--- src/rtl/aggr_pkg.sv ---
package aggr_pkg;
  localparam int WORD_W = 32;

  typedef enum logic [1:0] {RG_STATUS, RG_CLEAR, RG_ENABLE, RG_NONE} rgn_e;

  typedef struct packed {
    rgn_e        rgn;
    logic [7:0]  line;
    logic [7:0]  word;
  } dec_t;

  // Word address to region, line and word index.
  function automatic dec_t decode(int unsigned a, int unsigned nw, int unsigned nl);
    dec_t d;
    int unsigned off;
    d = '{rgn: RG_NONE, line: 8'd0, word: 8'd0};
    if (a < nw) begin
      d.rgn  = RG_STATUS;
      d.word = 8'(a);
    end else if (a < 2 * nw) begin
      d.rgn  = RG_CLEAR;
      d.word = 8'(a - nw);
    end else if (a < (2 + nl) * nw) begin
      off    = a - 2 * nw;
      d.rgn  = RG_ENABLE;
      d.line = 8'(off / nw);
      d.word = 8'(off % nw);
    end
    return d;
  endfunction

  // Next pending state: sets win over clears.
  function automatic logic [WORD_W-1:0] next_pend(logic [WORD_W-1:0] cur,
                                                   logic [WORD_W-1:0] set,
                                                   logic [WORD_W-1:0] clr);
    return (cur & ~clr) | set;
  endfunction
endpackage

--- src/rtl/aggr_pending.sv ---
module aggr_pending
  import aggr_pkg::*;
#(
  parameter int NW = 2,
  localparam int NB = NW * WORD_W
) (
  input  logic          clk,
  input  logic          rst_n,
  input  logic [NB-1:0] src_i,
  input  logic [NB-1:0] clr_i,
  output logic [NB-1:0] status_o,
  output logic [NB-1:0] set_o
);
  localparam logic [NB-1:0] SRC_MASK = {{(NB-1){1'b1}}, 1'b0};

  logic [NB-1:0] src_q;
  logic [NB-1:0] pend_q;

  always_ff @(posedge clk or negedge rst_n) begin
    if (!rst_n) src_q <= '0;
    else        src_q <= src_i & SRC_MASK;
  end

  assign set_o = (src_i & SRC_MASK) & ~src_q;

  for (genvar w = 0; w < NW; w++) begin : g_word
    always_ff @(posedge clk or negedge rst_n) begin
      if (!rst_n)
        pend_q[w*WORD_W +: WORD_W] <= '0;
      else
        pend_q[w*WORD_W +: WORD_W] <= next_pend(pend_q[w*WORD_W +: WORD_W],
                                                set_o[w*WORD_W +: WORD_W],
                                                clr_i[w*WORD_W +: WORD_W]);
    end
  end

  assign status_o = pend_q;
endmodule

--- src/rtl/aggr_enable_bank.sv ---
module aggr_enable_bank
  import aggr_pkg::*;
#(
  parameter int NW = 2,
  parameter int NL = 4,
  localparam int NB = NW * WORD_W
) (
  input  logic              clk,
  input  logic              rst_n,
  input  logic [NL*NW-1:0]  we_i,
  input  logic [WORD_W-1:0] wdata_i,
  output logic [NL*NB-1:0]  en_o
);
  logic [NL*NB-1:0] en_q;

  for (genvar i = 0; i < NL * NW; i++) begin : g_reg
    always_ff @(posedge clk or negedge rst_n) begin
      if (!rst_n)       en_q[i*WORD_W +: WORD_W] <= '0;
      else if (we_i[i]) en_q[i*WORD_W +: WORD_W] <= wdata_i;
    end
  end

  assign en_o = en_q;
endmodule

--- src/rtl/aggr_line_drive.sv ---
module aggr_line_drive
  import aggr_pkg::*;
#(
  parameter int NW = 2,
  localparam int NB = NW * WORD_W
) (
  input  logic          clk,
  input  logic          rst_n,
  input  logic [NB-1:0] status_i,
  input  logic [NB-1:0] en_i,
  output logic          active_o,
  output logic          level_o,
  output logic          pulse_o
);
  logic gate;
  logic level_q;
  logic pulse_q;

  assign gate     = en_i[0];
  assign active_o = gate & (|(status_i & en_i & {{(NB-1){1'b1}}, 1'b0}));

  always_ff @(posedge clk or negedge rst_n) begin
    if (!rst_n) begin
      level_q <= 1'b0;
      pulse_q <= 1'b0;
    end else begin
      level_q <= active_o;
      pulse_q <= active_o & ~level_q;
    end
  end

  assign level_o = level_q;
  assign pulse_o = pulse_q;
endmodule

--- src/rtl/shared_irq_aggregator.sv ---
module shared_irq_aggregator
  import aggr_pkg::*;
#(
  parameter  int NW = 2,
  parameter  int NL = 4,
  localparam int NB = NW * WORD_W,
  localparam int AW = $clog2(NW * (2 + NL))
) (
  input  logic              clk,
  input  logic              rst_n,
  input  logic [NB-1:0]     src_i,
  input  logic              bus_we,
  input  logic [AW-1:0]     bus_addr,
  input  logic [WORD_W-1:0] bus_wdata,
  output logic [WORD_W-1:0] bus_rdata,
  output logic [NL-1:0]     irq_level,
  output logic [NL-1:0]     irq_pulse
);
  dec_t              dec;
  logic [NB-1:0]     status;
  logic [NB-1:0]     set_vec;
  logic [NB-1:0]     clr_vec;
  logic [NL*NW-1:0]  en_we;
  logic [NL*NB-1:0]  en_flat;
  logic [NL-1:0]     line_active;
  logic              rd_is_clear;

  assign dec         = decode(int'(bus_addr), NW, NL);
  assign rd_is_clear = (dec.rgn == RG_CLEAR);

  for (genvar w = 0; w < NW; w++) begin : g_clr
    assign clr_vec[w*WORD_W +: WORD_W] =
      (bus_we && dec.rgn == RG_CLEAR && int'(dec.word) == w) ? bus_wdata : '0;
  end

  for (genvar l = 0; l < NL; l++) begin : g_we
    for (genvar w = 0; w < NW; w++) begin : g_w
      assign en_we[l*NW + w] = bus_we && dec.rgn == RG_ENABLE &&
                               int'(dec.line) == l && int'(dec.word) == w;
    end
  end

  aggr_pending #(.NW(NW)) u_pend (
    .clk(clk), .rst_n(rst_n), .src_i(src_i), .clr_i(clr_vec),
    .status_o(status), .set_o(set_vec)
  );

  aggr_enable_bank #(.NW(NW), .NL(NL)) u_en (
    .clk(clk), .rst_n(rst_n), .we_i(en_we), .wdata_i(bus_wdata), .en_o(en_flat)
  );

  for (genvar l = 0; l < NL; l++) begin : g_line
    aggr_line_drive #(.NW(NW)) u_drv (
      .clk(clk), .rst_n(rst_n), .status_i(status),
      .en_i(en_flat[l*NB +: NB]), .active_o(line_active[l]),
      .level_o(irq_level[l]), .pulse_o(irq_pulse[l])
    );
  end

  always_comb begin
    bus_rdata = '0;
    unique case (dec.rgn)
      RG_STATUS: bus_rdata = status[int'(dec.word)*WORD_W +: WORD_W];
      RG_ENABLE: bus_rdata = en_flat[(int'(dec.line)*NW + int'(dec.word))*WORD_W +: WORD_W];
      default:   bus_rdata = '0;
    endcase
  end
endmodule

--- config.mk ---
export PLATFORM = sky130hd
export DESIGN_NAME = shared_irq_aggregator
export DESIGN_NICKNAME = d
export VERILOG_FILES = /design/src/rtl/aggr_pkg.sv /design/src/rtl/aggr_pending.sv /design/src/rtl/aggr_enable_bank.sv /design/src/rtl/aggr_line_drive.sv /design/src/rtl/shared_irq_aggregator.sv
export SDC_FILE = /design/constraint.sdc
export NUM_CORES = 1
export LEC_CHECK = 0
export CORE_ASPECT_RATIO = 0.8
export CORE_MARGIN = 2
export CORE_UTILIZATION = 40
export DETAILED_ROUTE_END_ITERATION = 16
export SLEW_MARGIN = 0
export SYNTH_ARGS = -nofsm -noshare
export SYNTH_HDL_FRONTEND = slang
export SYNTH_SLANG_ARGS = --single-unit
--- constraint.sdc ---
create_clock -name clk -period 5.25 [get_ports clk]
set_input_delay 0.525 -clock clk [delete_from_list [all_inputs] [get_ports clk]]
set_output_delay 0.525 -clock clk [all_outputs]
set_load 0.1 [all_outputs]
==> run_results.csv, run 1 <==
group,metric,value,unit
timing,rsz0062_at_grt,"false",
synthesis,synthesis.nets,1763,
synthesis,syn-cell-area,18800,sq um
power_and_ir_drop,power_frac_comb,0.242,
global_route,grt_pass1_wl,105000,um
synthesis,ys_types,43,
die,start_util,0.403,
power_and_ir_drop,p_leak,9.79,nW
global_route,grt_pass1_vias,14800,
synthesis,yosys.area.top_type_share,0.519,
hold_path,hp-class,"in -> async",
clock_network,cts_sinks,391,
layout,nNetsFinal,1841,
route,via_per_inst,6.36,
timing,layout_setup_ws,0.242,ns
worst_setup_path,critical_path_class,"in -> out",
worst_setup_path,cp_data_required_time,4.72,ns
clock_network,worstSkewPairLatency,0.58,ns
power_and_ir_drop,p_clk_frac,0.328,
synthesis,syn_area_per_cell,11.4,sq um
timing,worst_slew_pin_slew,0.963,ns
synthesis,ys_seq_elements,391,
synthesis,ys_warn_count,0,
power_and_ir_drop,finalPower,9.98,mW
place,place.gp.congestion,0.997,
clock_network,cts_setup_buffers,0,
layout,area_delta_synth_final,21.1,%
timing,holdWs,0.0105,ns
clock_network,cts_resized,0,
power_and_ir_drop,p_switching,3.33,mW
synthesis,synth_ff_type,"dfrtp_1",
layout,drive_above_1_share,0.248,
timing,fmax,200,MHz
power_and_ir_drop,sw_frac_of_total,0.334,
route,dr.pass1.iters,8,
global_route,grt_start_max_net_pins,142,
synthesis,seq_area_frac_synth,0.519,
clock_network,postCtsHoldBufs,0,
die,ios,143,
die,num_rows,71,
job,drv_cap,0,
global_route,grt-ovfl-total,0,
synthesis,yosysMostFrequentCell,"dfrtp_1",
timing,fin_crit_sh,0.954,
clock_network,path_clk_slew,0.05,ns
power_and_ir_drop,internal-power,6.65,mW
layout,instances_no_fill,2382,
die,fp.dieW,247,um
timing,finalMaxSlewViolations,0,
timing,setup_violations,0,
route,num_vias,15200,
place,portBuffers,141,
power_and_ir_drop,seqPwrFrac,0.430,
timing,hold_viol,0,
place,dp.cells,2305,
worst_setup_path,end_kind,"output port",
die,die-area,48900,sq um
clock_network,cts-buffers-inserted,43,
route,ant_nets,0,
global_route,grt_usage,0.297,
route,remaining_drc_errors,0,
clock_network,ctsLongestPathBuffers,3,
worst_setup_path,worstPathArrival,4.48,ns
synthesis,synth_top_cell_by_area,"dfrtp_1",
synthesis,synth-edff-count,0,
clock_network,cts_tree,"done",
die,core-area,46700,sq um
synthesis,ys_top_cells_by_area,"dfrtp_1 (52%), mux2_2 (15%), a22o_1 (5.7%)",
global_route,antenna_found_initial,5,
worst_setup_path,startpoint_type,"primary input",
timing,layout_min_cycle_time,5.01,ns
route,route.detailed.wl_per_inst,30.2,um
power_and_ir_drop,vdd_drop_max,0.292,mV
layout,nFillCells,4245,
place,dp_hpwl,48900,um
synthesis,synth-async-reset-ratio,1.00,
worst_setup_path,path_max_fanout,32,
timing,final.setup.tns,0,ns
outcome,outcome,"completed",
synthesis,synthCells,1652,
synthesis,synth_common_cells,"dfrtp_1 (391), mux2_2 (251), nand2_1 (163), a22o_1 (123), nand4_1 (106)",
route,wirelength,71800,um
clock_network,cts-root-buf,"clkbuf_16",
route,drtIter0Drc,1880,
die,die_y,198,um
power_and_ir_drop,power.density,437,nW/um^2
clock_network,htreeDepth,2,
timing,finalClockSkew,0.0184,ns
place,dp_slack,0.281,ns
timing,max_slew_margin,0.356,
==> power by group through the flow <==
stage | registers, mW | logic, mW | clock network [mW]
floorplan | 3.95 | 1.62 | 0
global placement | 4.28 | 2.35 | 0
detailed placement | 4.31 | 2.38 | 0
CTS | 4.25 | 2.39 | 3.32
global route | 4.33 | 2.54 | 3.44
finish | 4.29 | 2.41 | 3.28
==> stage by stage <==
stage | util | cell area, sq um
after detailed placement | 0.456 | 21300
after floorplan | - | 19000
after CTS | 0.488 | 22800
after global routing | 0.488 | 22800
after global placement | 0.456 | 21300
final | 0.488 | 22800
==> kinds of logic after synthesis <==
family                     count (synthesis)  share of synthesized area
DFF                                      391                      0.519
and+or+nand+nor                          378                      0.113
AOI/OAI and AO/OA                        361                      0.138
muxes                                    292                      0.172
buffers and inverters                    221                     0.0520
adders and majority gates                  8                    0.00531
xor gates and xnor gates                   1                   0.000465
==> placed cells by master, fill, tap and decap left out, types with 3 or more instances in the layout <==
cell type	count
mux2i_1	36
o22ai_2	27
and2_1	4
clkdlybuf4s50_1	107
ha_1	8
o21ai_0	91
dfrtp_1	391
nor4_1	20
a21oi_1	9
nor2_1	3
mux2_1	5
nor4b_1	5
clkinv_2	3
buf_12	42
or4_1	4
nand3_1	8
nand4_1	106
a222oi_1	4
buf_4	35
inv_1	69
nand2_1	161
mux2_2	251
nand2b_1	3
and3b_1	4
clkbuf_16	45
a31oi_1	37
clkbuf_8	7
and4_1	37
clkbuf_1	14
a22o_1	123
o22ai_1	5
bufinv_16	7
a221oi_1	60
nor4_4	4
==> per-layer routing <==
metal / part of all wire / up-vias / track usage / wire length (um)
met1: 0.44 / 7763 / 0.427 / 31400
met2: 0.43 / 833 / 0.436 / 30800
met5: 0.00036 / - / 0 / 26
met3: 0.097 / 160 / 0.0668 / 6950
li1: - / 6397 / - / -
met4: 0.037 / 4 / 0.111 / 2640
==> area by class of cell <==
cell class | count | area (sq um) | area share
inverter | 69 | 259 | 0.0113
tap | 620 | 776 | 0.0340
antenna | 1 | 2.50 | 0.000110
multi-input combinational | 1040 | 8310 | 0.364
clock inverter | 10 | 225 | 0.00987
clock buffer | 66 | 1270 | 0.0559
timing repair buffer | 185 | 2190 | 0.0960
sequential | 391 | 9780 | 0.429
==> sequential cells by signal (all words and copies together) (netlist names) <==
| register | flops |
|---|---|
| u_en.en_o | 256 |
| u_pend.status_o | 64 |
| u_pend.src_q | 63 |
| g_line.u_drv.level_o | 4 |
| g_line.u_drv.pulse_o | 4 |
==> worst paths after layout <==
| check | startpoint | end | slack [ns] | cells past startpoint |
|---|---|---|---|---|
| worst max-delay path | bus_addr[2] | bus_rdata[19] | 0.24 | 14 |
| worst min register to register | u_en.en_o[145] | u_en.en_o[145] | 0.54 | 1 |
| max in group asynchronous | rst_n | u_pend.status_o[59] | 3.91 | 2 |
| min in group clk | src_i[2] | u_pend.src_q[2] | 0.41 | 1 |
| worst max register to register | u_pend.status_o[52] | g_line[0].u_drv.pulse_o | 2.25 | 5 |
| worst min-delay path | rst_n | g_line[0].u_drv.level_o | 0.01 | 1 |
==> critical path, stage by stage <==
cell and delay, ns:
clkdlybuf4s50_1 0.54, inv_1 0.12, ha_1 0.20, ha_1 0.19, or4_4 0.57, inv_1 0.11
ha_1 0.32, and2_2 0.41, buf_12 0.26, nand4_1 0.11, o21ai_0 0.09, nor4b_1 0.56
o22ai_1 0.25, buf_12 0.22
Power figures use the tool's default switching activity.
==> run 2, diff against run 1 <==
--- a/config.mk
+++ b/config.mk
@@ -7,8 +7,9 @@
 export LEC_CHECK = 0
 export CORE_ASPECT_RATIO = 0.8
 export CORE_MARGIN = 2
-export CORE_UTILIZATION = 40
+export CORE_UTILIZATION = 59
 export DETAILED_ROUTE_END_ITERATION = 16
+export PLACE_DENSITY = 0.8
 export SLEW_MARGIN = 0
 export SYNTH_ARGS = -nofsm -noshare
 export SYNTH_HDL_FRONTEND = slang
==> run 2 against run 1 <==
  * Critical path depth is 1 higher
  * First-iteration DRC count is 29% higher
  * Highest routed layer is now met4
  * Sequential power hardly changed
  * Power is 5.0% lower
  * Largest power group unchanged
==> run_results.csv, run 2 (same netlist as run 1, synthesis figures left out) <==
group,metric,value,unit
power_and_ir_drop,vdd_drop_max,0.234,mV
timing,fmax,199,MHz
die,fp.dieW,204,um
timing,holdWs,0.429,ns
layout,largest_reg_flops,256,
timing,setup_violations,0,
layout,multi_input_area,8310,sq um
worst_setup_path,critical_path_class,"in -> out",
clock_network,ctsLongestPathBuffers,3,
timing,hold_viol,0,
layout,design_area,22300,sq um
die,num_rows,58,
layout,final_common_cell,"dfrtp_1",
clock_network,cts_tree,"done",
global_route,grt_pass1_wl,101000,um
place,portBuffers,141,
power_and_ir_drop,power.density,426,nW/um^2
route,dr.pass1.iters,8,
layout,final_cell_mix,"dfrtp_1 (391), mux2_2 (251), nand2_1 (161)",
route,num_vias,15900,
layout,seqCellArea,9780,sq um
timing,max_slew_margin,0.304,
timing,final.setup.tns,0,ns
die,die_y,164,um
worst_setup_path,end_kind,"output port",
route,remaining_drc_errors,0,
job,drv_cap,0,
timing,worst_slew_pin_slew,1.04,ns
timing,rsz0062_at_grt,"false",
route,via_per_inst,7.30,
route,ant_nets,0,
place,dp.cells,2100,
route,wirelength,68900,um
die,start_util,0.600,
clock_network,cts-root-buf,"clkbuf_16",
worst_setup_path,cp_data_required_time,4.72,ns
timing,layout_setup_ws,0.221,ns
outcome,outcome,"completed",
die,core-area,31400,sq um
layout,drive_above_1_share,0.244,
clock_network,cts_setup_buffers,0,
place,placed_area,21000,sq um
layout,area_delta_synth_final,18.2,%
route,route.detailed.wl_per_inst,31.7,um
timing,finalMaxSlewViolations,0,
clock_network,path_clk_slew,0.06,ns
global_route,antenna_found_initial,3,
worst_setup_path,path_max_fanout,18,
place,dp_slack,0.345,ns
timing,finalClockSkew,0.0141,ns
layout,nNetsFinal,1834,
clock_network,htreeDepth,2,
layout,instances_no_fill,2175,
power_and_ir_drop,finalPower,9.48,mW
global_route,grt-ovfl-total,0,
timing,fin_crit_sh,0.958,
global_route,grt_start_max_net_pins,139,
layout,nFillCells,2249,
clock_network,cts_sinks,391,
worst_setup_path,startpoint_type,"primary input",
place,dp_hpwl,45600,um
die,ios,143,
hold_path,hp-class,"in -> reg",
die,die-area,33400,sq um
worst_setup_path,worstPathArrival,4.50,ns
clock_network,worstSkewPairLatency,0.56,ns
global_route,grt_usage,0.416,
place,place.gp.congestion,1.00,
clock_network,cts-buffers-inserted,40,
timing,layout_min_cycle_time,5.03,ns
power_and_ir_drop,p_leak,9.64,nW
route,drtIter0Drc,2432,
global_route,grt_pass1_vias,15400,
layout,fin_util,0.709,
-- run 2: worst max-delay path, stage by stage --
cell,delay (ns)
clkdlybuf4s50_1,0.47
inv_1,0.17
ha_1,0.17
ha_1,0.16
buf_4,0.16
nand2b_1,0.22
o21ai_0,0.13
ha_1,0.20
a21o_1,0.14
o21ai_0,0.36
nor4_1,0.14
a21oi_4,0.80
buf_12,0.31
o22ai_1,0.25
buf_12,0.27
-- run 2: per-layer routing --
| metal | up-vias | routed length (um) | track usage |
|---|---|---|---|
| li1 | 6368 | - | - |
| met1 | 8015 | 26700 | 0.585 |
| met5 | - | 0 | 0 |
| met3 | 264 | 9240 | 0.111 |
| met2 | 1225 | 29300 | 0.607 |
| met4 | 0 | 3650 | 0.191 |
-- run 2: path summary, 6_finish.rpt --
check                      depth (start not counted)                       to  slack [ns]           startpoint
max in group asynchronous                          3             u_en.en_o[3]        3.51                rst_n
min                                                1         u_pend.src_q[20]        0.43            src_i[20]
max reg2reg                                        5  g_line[0].u_drv.pulse_o        2.08  u_pend.status_o[52]
min in group asynchronous                          2  g_line[1].u_drv.pulse_o        0.55                rst_n
max                                               15            bus_rdata[19]        0.22          bus_addr[2]
min reg2reg                                        1           u_en.en_o[129]        0.53       u_en.en_o[129]
-- run 2: area by class of cell --
cell class,count,share of cell area
clock buffers,60,0.0519
repair buffers,181,0.0965
multi-input cells,1040,0.373
inverters,69,0.0116
diodes,4,0.000449
clock inverters,10,0.00382
flip-flops and latches,391,0.439
well taps,420,0.0236
-- run 2: power breakdown --
group          internal (mW)  total (mW)  switching, mW  leakage [nW]
Clock                   1.53        2.76           1.23         0.606
Combinational           1.05        2.42           1.37          4.31
Sequential              3.59        4.30          0.712          4.72
Total                   6.17        9.48           3.31          9.64
-- run 2: timing repair --
action | in CTS | in global routing
endpoints found under the setup margin | 0 | 0
hold buffers | 1 | 0
endpoints found under the hold margin | 73 | 0
gates resized for setup | 0 | 0
